--- config.mk ---
export PLATFORM = sky130hd
export DESIGN_NAME = frt_timer
export DESIGN_NICKNAME = d
export VERILOG_FILES = /design/src/rtl/frt_pkg.sv /design/src/rtl/frt_tick_gen.sv /design/src/rtl/frt_count_core.sv /design/src/rtl/frt_timer.sv
export SDC_FILE = /design/constraint.sdc
export NUM_CORES = 1
export LEC_CHECK = 0
export ABC_AREA = 0
export BUFFER_PORTS_ARGS = -buffer_cell sky130_fd_sc_hd__buf_2
export CORE_MARGIN = 5
export CORE_UTILIZATION = 55
export CTS_CLUSTER_SIZE = 14
export DETAILED_ROUTE_END_ITERATION = 10
export PLACE_DENSITY = 0.82
export SYNTH_ARGS = -nofsm -noshare
export SYNTH_HDL_FRONTEND = slang
export SYNTH_HIERARCHICAL = 1
export SYNTH_SLANG_ARGS = --single-unit
--- constraint.sdc ---
create_clock -name clk -period 3.4 [get_ports clk]
set_input_delay 0.17 -clock clk [delete_from_list [all_inputs] [get_ports clk]]
set_output_delay 0.17 -clock clk [all_outputs]
set_load 0.01 [all_outputs]
--- src/rtl/frt_pkg.sv ---
package frt_pkg;
  localparam int BUS_W = 32;

  localparam int OFS_CTRL = 0;
  localparam int OFS_PRE  = 1;
  localparam int OFS_STAT = 2;
  localparam int OFS_IE   = 3;
  localparam int OFS_CMP  = 4;
  localparam int OFS_CNT  = 9;

  localparam int B_EN    = 0;
  localparam int B_ENMOD = 1;
  localparam int B_SRCLO = 6;
  localparam int B_FRR   = 9;
  localparam int B_SWR   = 15;

  localparam int STAT_CMP_BIT = 0;
  localparam int STAT_ROV_BIT = 5;
  localparam int IE_W         = 6;

  localparam logic [BUS_W-1:0] CTRL_KEEP = 32'hFFFF_03FF;
  localparam logic [BUS_W-1:0] SOFT_CLR  = 32'h0000_001D;
  localparam logic [IE_W-1:0]  IRQ_MASK  = 6'b100001;

  typedef enum logic [2:0] {
    SRC_OFF  = 3'b000,
    SRC_MAIN = 3'b001,
    SRC_HI   = 3'b010,
    SRC_LF   = 3'b100
  } src_e;
endpackage

--- src/rtl/frt_tick_gen.sv ---
module frt_tick_gen #(
  parameter int PRE_W = 12
) (
  input  logic             clk,
  input  logic             rst,
  input  logic             run,
  input  logic             clr,
  input  logic [2:0]       src,
  input  logic [PRE_W-1:0] prescale,
  input  logic             tick_main,
  input  logic             tick_lf,
  output logic             step
);
  import frt_pkg::*;

  logic             tsel;
  logic [PRE_W-1:0] pre_cnt;
  logic             pre_done;

  always_comb begin
    case (src)
      SRC_MAIN, SRC_HI: tsel = tick_main;
      SRC_LF:           tsel = tick_lf;
      default:          tsel = 1'b0;
    endcase
  end

  assign pre_done = (pre_cnt >= prescale);

  always_ff @(posedge clk) begin
    if (rst || !run || clr) begin
      pre_cnt <= '0;
    end else if (tsel) begin
      if (pre_done) pre_cnt <= '0;
      else          pre_cnt <= pre_cnt + 1'b1;
    end
  end

  assign step = run & tsel & pre_done & ~clr;
endmodule

--- src/rtl/frt_count_core.sv ---
module frt_count_core #(
  parameter int CNT_W = 32
) (
  input  logic             clk,
  input  logic             rst,
  input  logic             clr,
  input  logic             step,
  input  logic             frr,
  input  logic [CNT_W-1:0] cmp,
  output logic [CNT_W-1:0] cnt,
  output logic             cmp_evt,
  output logic             rov_evt
);
  localparam logic [CNT_W-1:0] ALL1 = {CNT_W{1'b1}};

  logic live;
  logic at_cmp;

  assign live    = step & ~clr;
  assign at_cmp  = (cnt == cmp);
  assign cmp_evt = live & at_cmp;
  assign rov_evt = live & (cnt == ALL1);

  always_ff @(posedge clk) begin
    if (rst || clr) begin
      cnt <= '0;
    end else if (step) begin
      if (!frr && at_cmp) cnt <= '0;
      else                cnt <= cnt + 1'b1;
    end
  end
endmodule

--- src/rtl/frt_timer.sv ---
module frt_timer #(
  parameter int CNT_W  = 32,
  parameter int PRE_W  = 12,
  parameter int ADDR_W = 4
) (
  input  logic              clk,
  input  logic              rst,
  input  logic [ADDR_W-1:0] bus_addr,
  input  logic              bus_wr,
  input  logic [31:0]       bus_wdata,
  output logic [31:0]       bus_rdata,
  input  logic              tick_main,
  input  logic              tick_lf,
  output logic              irq
);
  import frt_pkg::*;

  localparam int NFLAG = 2;
  localparam logic [CNT_W-1:0] CMP_INIT = {CNT_W{1'b1}};

  logic [BUS_W-1:0] ctrl_q;
  logic [PRE_W-1:0] pre_q;
  logic [IE_W-1:0]  ie_q;
  logic [CNT_W-1:0] cmp_q;
  logic [NFLAG-1:0] stat_q;
  logic [NFLAG-1:0] flag_evt;
  logic [CNT_W-1:0] cnt_w;
  logic             step_w;
  logic             cmp_evt_w;
  logic             rov_evt_w;
  logic [31:0]      rdata_q;
  logic             irq_q;

  logic wr_ctrl, wr_pre, wr_stat, wr_ie, wr_cmp;
  logic soft_w, en_rise, restart_w, cnt_clr, tick_clr;

  assign wr_ctrl = bus_wr && (bus_addr == ADDR_W'(OFS_CTRL));
  assign wr_pre  = bus_wr && (bus_addr == ADDR_W'(OFS_PRE));
  assign wr_stat = bus_wr && (bus_addr == ADDR_W'(OFS_STAT));
  assign wr_ie   = bus_wr && (bus_addr == ADDR_W'(OFS_IE));
  assign wr_cmp  = bus_wr && (bus_addr == ADDR_W'(OFS_CMP));

  assign soft_w    = wr_ctrl && bus_wdata[B_SWR];
  assign en_rise   = wr_ctrl && !bus_wdata[B_SWR] && bus_wdata[B_EN] && !ctrl_q[B_EN];
  assign restart_w = en_rise && bus_wdata[B_ENMOD];
  assign tick_clr  = soft_w || restart_w;
  assign cnt_clr   = tick_clr || (wr_cmp && !ctrl_q[B_FRR]);

  always_ff @(posedge clk) begin
    if (rst)          ctrl_q <= '0;
    else if (soft_w)  ctrl_q <= ctrl_q & ~SOFT_CLR;
    else if (wr_ctrl) ctrl_q <= bus_wdata & CTRL_KEEP;
  end

  always_ff @(posedge clk) begin
    if (rst || soft_w) begin
      pre_q <= '0;
      ie_q  <= '0;
      cmp_q <= CMP_INIT;
    end else begin
      if (wr_pre) pre_q <= bus_wdata[PRE_W-1:0];
      if (wr_ie)  ie_q  <= bus_wdata[IE_W-1:0];
      if (wr_cmp) cmp_q <= bus_wdata[CNT_W-1:0];
    end
  end

  frt_tick_gen #(.PRE_W(PRE_W)) tick_i (
    .clk       (clk),
    .rst       (rst),
    .run       (ctrl_q[B_EN]),
    .clr       (tick_clr),
    .src       (ctrl_q[B_SRCLO+2:B_SRCLO]),
    .prescale  (pre_q),
    .tick_main (tick_main),
    .tick_lf   (tick_lf),
    .step      (step_w)
  );

  frt_count_core #(.CNT_W(CNT_W)) core_i (
    .clk     (clk),
    .rst     (rst),
    .clr     (cnt_clr),
    .step    (step_w),
    .frr     (ctrl_q[B_FRR]),
    .cmp     (cmp_q),
    .cnt     (cnt_w),
    .cmp_evt (cmp_evt_w),
    .rov_evt (rov_evt_w)
  );

  assign flag_evt = {rov_evt_w, cmp_evt_w};

  for (genvar g = 0; g < NFLAG; g++) begin : g_flag
    localparam int POS = (g == 0) ? STAT_CMP_BIT : STAT_ROV_BIT;
    always_ff @(posedge clk) begin
      if (rst || soft_w)
        stat_q[g] <= 1'b0;
      else if (flag_evt[g])
        stat_q[g] <= 1'b1;
      else if (wr_stat && bus_wdata[POS])
        stat_q[g] <= 1'b0;
    end
  end

  logic [IE_W-1:0] stat_word;
  always_comb begin
    stat_word = '0;
    stat_word[STAT_CMP_BIT] = stat_q[0];
    stat_word[STAT_ROV_BIT] = stat_q[1];
  end

  always_ff @(posedge clk) begin
    if (rst) irq_q <= 1'b0;
    else     irq_q <= ctrl_q[B_EN] && (|(stat_word & ie_q & IRQ_MASK));
  end

  logic [31:0] rd_mux;
  always_comb begin
    rd_mux = '0;
    case (bus_addr)
      ADDR_W'(OFS_CTRL): rd_mux = ctrl_q;
      ADDR_W'(OFS_PRE):  rd_mux[PRE_W-1:0] = pre_q;
      ADDR_W'(OFS_STAT): rd_mux[IE_W-1:0] = stat_word;
      ADDR_W'(OFS_IE):   rd_mux[IE_W-1:0] = ie_q;
      ADDR_W'(OFS_CMP):  rd_mux[CNT_W-1:0] = cmp_q;
      ADDR_W'(OFS_CNT):  rd_mux[CNT_W-1:0] = cnt_w;
      default:           rd_mux = '0;
    endcase
  end

  always_ff @(posedge clk) begin
    if (rst) rdata_q <= '0;
    else     rdata_q <= rd_mux;
  end

  assign bus_rdata = rdata_q;
  assign irq       = irq_q;
endmodule

# Word level (Yosys, flattened, before mapping)
# Index checks and enable logic that the tools add are counted.
dict set report totals {
  reg_bits 155
  input_bits 41
  out_inout_bits 33
  elab_cells 75
}
dict set report op_classes {
  n_addsub 2
  n_lt_le_gt_ge 1
  n_eq_ne 10
  muxes 10
  n_bitwise 10
  n_reduce_logical 31
}
# operator count
set ops {}
lappend ops {{20-bit one-hot mux with 3 select lines} 1}
lappend ops {{6-bit one-hot mux with 6 select lines} 1}
lappend ops {{32-bit by 1-bit adder with 32-bit output, second input constant} 1}
lappend ops {{32-bit equality test} 1}
lappend ops {{32-bit equality test, second input constant} 1}
lappend ops {{32-bit two-way mux} 1}
lappend ops {{6-bit one-hot mux with 4 select lines} 1}
lappend ops {{1-bit logical AND} 15}
lappend ops {{12-bit by 1-bit adder with 12-bit output, second input constant} 1}
lappend ops {{12-bit >= comparator} 1}
lappend ops {{12-bit two-way mux} 1}
lappend ops {{4-bit by 2-bit equality test with 1-bit output, second input constant} 2}
lappend ops {{1-bit AND} 6}
lappend ops {{6-bit AND} 1}
lappend ops {{1-bit logical OR} 6}
lappend ops {{2-bit OR reduction} 3}
lappend ops {{4-bit by 1-bit equality test with 1-bit output, second input constant} 1}
lappend ops {{4-bit by 3-bit equality test with 1-bit output, second input constant} 1}
lappend ops {{4-bit equality test, second input constant} 1}
lappend ops {{4-bit logical NOT} 1}
lappend ops {{1-bit two-way mux} 4}
lappend ops {{2-bit nonzero test} 2}
lappend ops {{3-bit by 1-bit equality test with 1-bit output, second input constant} 1}
lappend ops {{3-bit by 2-bit equality test with 1-bit output, second input constant} 1}
lappend ops {{5 further kinds} 9}

# Longest topological paths before layout
dict set report logic_depth {
  depth_word 12
  mapped_depth 13
  ltp_nobuf 12
}

# By module
# Netlist, hierarchy kept.
# mod instances cells_each area_per_inst_um2 seq_area_each_um2
set modules_own_cells {}
lappend modules_own_cells {frt_timer 1 587 5076.1 2222.1}
lappend modules_own_cells {frt_count_core 1 216 2026.9 640.6}
lappend modules_own_cells {frt_tick_gen 1 118 1031.0 240.2}

# Least setup slack after synthesis
# OpenSTA, ideal clock, no wires.
dict set report synth_path {
  kind {register to register}
  startpoint {register pre_q[11]}
  endpoint {register core_i.cnt[27]}
  setup_time_ns 0.115
  t_arrival_ns 2.826
  slack_ns 0.458
  path_stages_with_launch 14
  synth_period_minus_slack_ns 2.942
  cell_sequence {dfxtp_1 inv_1 ha_1 and4_1 nor4b_4 o31ai_2 nand2_4 and4b_1 nand4_1 or3_1 buf_6 nor4_4 xnor2_1 nor2_2}
}
dict set report synth_between {
  elab_chain_cells 3
}
# element line_no
set synth_lines {}
lappend synth_lines {{start, declared} frt_timer.sv:22} ;# logic [PRE_W-1:0] pre_q;
lappend synth_lines {{start signal, assigned} frt_timer.sv:61} ;# if (wr_pre) pre_q <= bus_wdata[PRE_W-1:0];
lappend synth_lines {{12-bit >= comparator} frt_tick_gen.sv:28} ;# assign pre_done = (pre_cnt >= prescale);
lappend synth_lines {{1-bit AND (2 in a row)} frt_tick_gen.sv:39} ;# assign step = run & tsel & pre_done & ~clr;
lappend synth_lines {{via step_w} frt_timer.sv:28} ;# logic step_w;
lappend synth_lines {{end signal, assigned} frt_count_core.sv:29} ;# else cnt <= cnt + 1'b1;
lappend synth_lines {{end, declared} frt_count_core.sv:10} ;# output logic [CNT_W-1:0] cnt,
# The timed path passes the listed nets, and every way through them passes these cells.
# A chain may end at the register's enable or synchronous reset.

# Final worst setup path
dict set report layout_path {
  startpoint {register pre_q[11]}
  endpoint {register core_i.cnt[31]}
}
# The elaborated chain is that of the path after synthesis.

==> impl_results.md <==
- Area Growth Syn to Fin: 14.74%
- Worst setup SP type: flip-flop
- Synthesized area per cell: just under 9 um^2
- Die outline area: about 17000 um^2
- Outcome: finished with violations
- Slew Limit Fails: 0
- CP Class: flip-flop to flip-flop
- Netlist area before placement: between 8000 and 9000 um^2
- Violations in the final reports: DRC
- Vias in the first global route: between 7000 and 8000
- Wire length of the first global-routing pass: between 30000 and 40000 um
- Grt ovf: 0
- Leakage power summed over all cells: around 3.3 nW
- Setup violation total in the final timing report: 0
- CTS buffer count: 17
- Initial Utilization: a little under three fifths
- Vias per cell: between 6 and 7
- Cell-internal power: around 3.3 mW
- Clock power share: approximately half
- Count of input and output buffers: 73
- Layout cells sized above 1: between 20% and 30%
- Net switching power figure: a little under 1 mW
- Placed inst area: around 8500 um^2
- Adder and majority gate portion of the synthesized area: between 2 and 2.5%
- Total track usage: between 20% and 30%
- Endpoint required time on the critical path: between 3 and 4 ns
- Die width: around 130 um
- Maximum level of the CTS H-tree: 4
- Final routed DRC violation total: 4
- Rel. slew slack: 22.76%
- Worst Clk Skew: around 0.0074 ns
- Latest clock arrival within the worst-skew pair: approximately 0.43 ns
- Cell at the root of the clock tree: clkbuf_16
- Detailed router's first-iteration violation count: 1057
- Combinational family with the most area after synthesis: simple AND/OR/NAND/NOR gates
- Worst-path maximum fanout: 10
- Combined area of the multi-input logic cells: ~4600 um^2
- Finished Cell Area: approximately 9300 um^2
- Largest net degree at the start of global routing: 59
- Critical path arrival: about 3.5 ns
- Synthesized netlist net count: around 980
- Wire length reported by the detailed router: 24350 um
- I/O pin count: 74
- Number of antenna violations at the first check in global routing: 0
- Synth unique cells: 70
- Total number of nets in the final design: 1028
- Yosys warning total: 6
- Storage cell area: 3103 um^2
- Non-filler instance count after layout: 1170
- Synth Register Bits: about 160
- Worst VDD drop: 360.1 uV
- Clock period minus final worst setup slack: around 3.2 ns
- Power density relative to cell area: around 460 nW/um^2
- Sequential share of the synthesized area: 38.15%
- Max clock buf depth: 2
- Largest incremental delay on the critical path: 0.46 ns
- Antenna Violating Nets Remaining: 0
- N_diodes: 0
- Critical path endpoint category: flip-flop
- Final TNS setup: 0 ns
- Async SR Flop Fraction: 0%
- Path class of the lowest-slack min-delay path: primary input to flip-flop
- Number of fillers in the final layout: roughly 1200
- Core area: around 15000 um^2
- Total number of clock tree sinks: approximately 160
- Count of flip-flops with a built-in enable after synthesis: 0
- Synth Area in Compound Gates: 17.55%
- Total placed cells including tap cells: roughly 1100
- Fraction of power consumed by combinational cells: around 7.5%
- Basic-gate share of the synthesized area counting and, or, nand and nor cells: 26.50%
- TritonCTS clock tree: done
- Gate Count Post-Synth: 921
- Detail-routed net length per standard cell: between 20 and 25 um
- Buffers inserted by post-CTS timing repair: 0
- Share of power burned in registers: between 40% and 50%
- Proportion of total power due to net switching: approximately 23%
- Max_cap viols: 0
- Via total after detailed routing: 7726
- Highest-delay cell along the critical path: or3_4
- Clock transition at the registers of the reported paths: 0.06 ns
- Die boundary height: approximately 130 um
- XOR/XNOR Fraction of Synth Area: ~7.3%
- Final cycle utilization of the critical path: between 90% and 100%
- DR pass1 iterations: 11
- Multiplexer fraction of the synthesized cell area: 2.200%
- Half-perimeter wire length after detailed placement: 15780 um
- Number of placement rows: 44
- Routability cong.: about 0.9
- Setup repair after global routing missed its margin: false
- Actual transition at the worst max-transition pin: between 1 and 1.5 ns
- Most used flip-flop cell after synthesis: dfxtp_1
- Max Freq: between 300 and 400 MHz
- Chain of cells forming the critical path: inv_1 > ha_1 > and4_1 > nor4b_4 > o31ai_2 > nand2_4 > and4b_2 > nand4_1 > or3_4 > nor4_2 > xnor2_1 > nor2_2
- Final number of hold-violating endpoints: 0
==> critical path, delay by kind of cell (launching register included) <==
family	cells	cell delay (ns)
AO/OA/AOI/OAI	1	0.18
XOR/XNOR	1	0.20
adder cells (fa/ha/maj)	1	0.33
buffers and inverters	1	0.07
flip-flops	1	0.37
AND/OR/NAND/NOR	8	1.96
==> metrics by stage <==
stage                     setup slack [ns]  power (mW)  util (%)  hold WS, ns
after floorplan                     0.4585       2.072         -       0.3164
final                               0.1754       4.276     64.21      0.01715
after global placement              0.1901       2.174     58.73       0.4145
after global routing               0.01044       4.396     64.21      0.02301
after detailed placement           0.04481       2.177     58.73       0.4145
after CTS                           0.1436       4.277     64.20     0.002658
==> Yosys cell counts, drive strengths merged, types with 3 or more instances <==
cell type / count / area, um^2
a2111oi: 3 / 30.03
a211oi: 8 / 70.06
a21oi: 63 / 322.8
a22oi: 19 / 142.6
a311oi: 4 / 35.03
a41oi: 3 / 26.28
and3: 20 / 125.1
and3b: 11 / 96.34
and4: 5 / 43.79
buf: 41 / 271.5
clkbuf: 37 / 140.1
dfxtp: 155 / 3103
ha: 14 / 175.2
inv: 23 / 86.33
mux2: 15 / 168.9
nand2: 37 / 146.4
nand3: 99 / 495.5
nand3b: 4 / 30.03
nand4: 37 / 246.5
nor2: 56 / 282.8
nor2b: 4 / 25.02
nor3: 11 / 75.07
nor3b: 18 / 150.2
nor4: 17 / 182.7
nor4b: 5 / 92.59
o2111ai: 3 / 26.28
o211ai: 6 / 45.04
o21ai: 78 / 394.1
o22ai: 3 / 18.77
o31ai: 23 / 197.7
or3: 4 / 25.02
xnor2: 21 / 183.9
xor2: 47 / 411.6
==> cells in the final DEF, fill, tap and decap left out, drive strengths merged, types with 18 or more instances in the layout <==
cell and count:
a21oi 63, a22oi 19, and3 20, buf 98
clkbuf 21, dfxtp 155, inv 23, nand2 37
nand3 99, nand4 37, nor2 56, nor3b 18
o21ai 78, o31ai 23, xnor2 21, xor2 47
==> final timing paths <==
path,startpoint,endpoint,depth (start not counted),slack (ns)
setup / recovery,pre_q[11],core_i/cnt[31],12,0.18
hold / removal,bus_wdata[25],cmp_q[25],3,0.02
setup reg to reg,pre_q[11],core_i/cnt[31],12,0.18
hold reg to reg,ctrl_q[31],ctrl_q[31],2,0.47
==> power by group through the flow <==
stage	registers [mW]	logic, mW	clock network [mW]
final	1.84	0.319	2.11
after global routing	1.84	0.335	2.22
after CTS	1.84	0.307	2.13
after detailed placement	1.88	0.293	0
after global placement	1.88	0.291	0
after floorplan	1.88	0.191	0
==> registers in the layout, indices dropped and copies added (netlist names) <==
| name | cells |
|---|---|
| cmp_q | 32 |
| stat_q | 2 |
| ie_q | 6 |
| tick_i/pre_cnt | 12 |
| irq | 1 |
| pre_q | 12 |
| bus_rdata | 32 |
| ctrl_q | 26 |
| core_i/cnt | 32 |
==> cell type report <==
cell class / instances / area share, %
Clock inverter: 11 / 2.038
Sequential cell: 155 / 33.25
Timing Repair Buffer: 111 / 7.454
Clock buffer: 21 / 5.041
Multi-Input combinational cell: 665 / 48.83
Tap cell: 184 / 2.467
Inverter: 23 / 0.9251
==> what timing repair did <==
| action | in CTS | in global routing |
|---|---|---|
| hold endpoints to repair | 13 | 0 |
| resized for setup | 1 | 1 |
| endpoints found under the setup margin | 1 | 5 |
| hold buffers | 13 | 0 |
| gates cloned | 0 | 0 |
| pin swaps | 0 | 0 |
==> cell families (layout without fill, tap and decap cells) <==
group | Yosys count | in the layout
AOI/OAI and AO/OA | 223 | 223
xor gates and xnor gates | 68 | 68
DFF | 155 | 155
adders and majority gates | 14 | 14
muxes | 16 | 16
buffers and inverters | 101 | 166
and+or+nand+nor | 344 | 344
==> routing by layer <==
| metal | global-route usage [%] | part of all wire [%] |
|---|---|---|
| met1 | 38.44 | 40 |
| met2 | 40.63 | 44 |
| met3 | 6.346 | 12 |
| met4 | 11.37 | 3.3 |
| met5 | 0 | 0 |
Power figures use the tool's default switching activity.
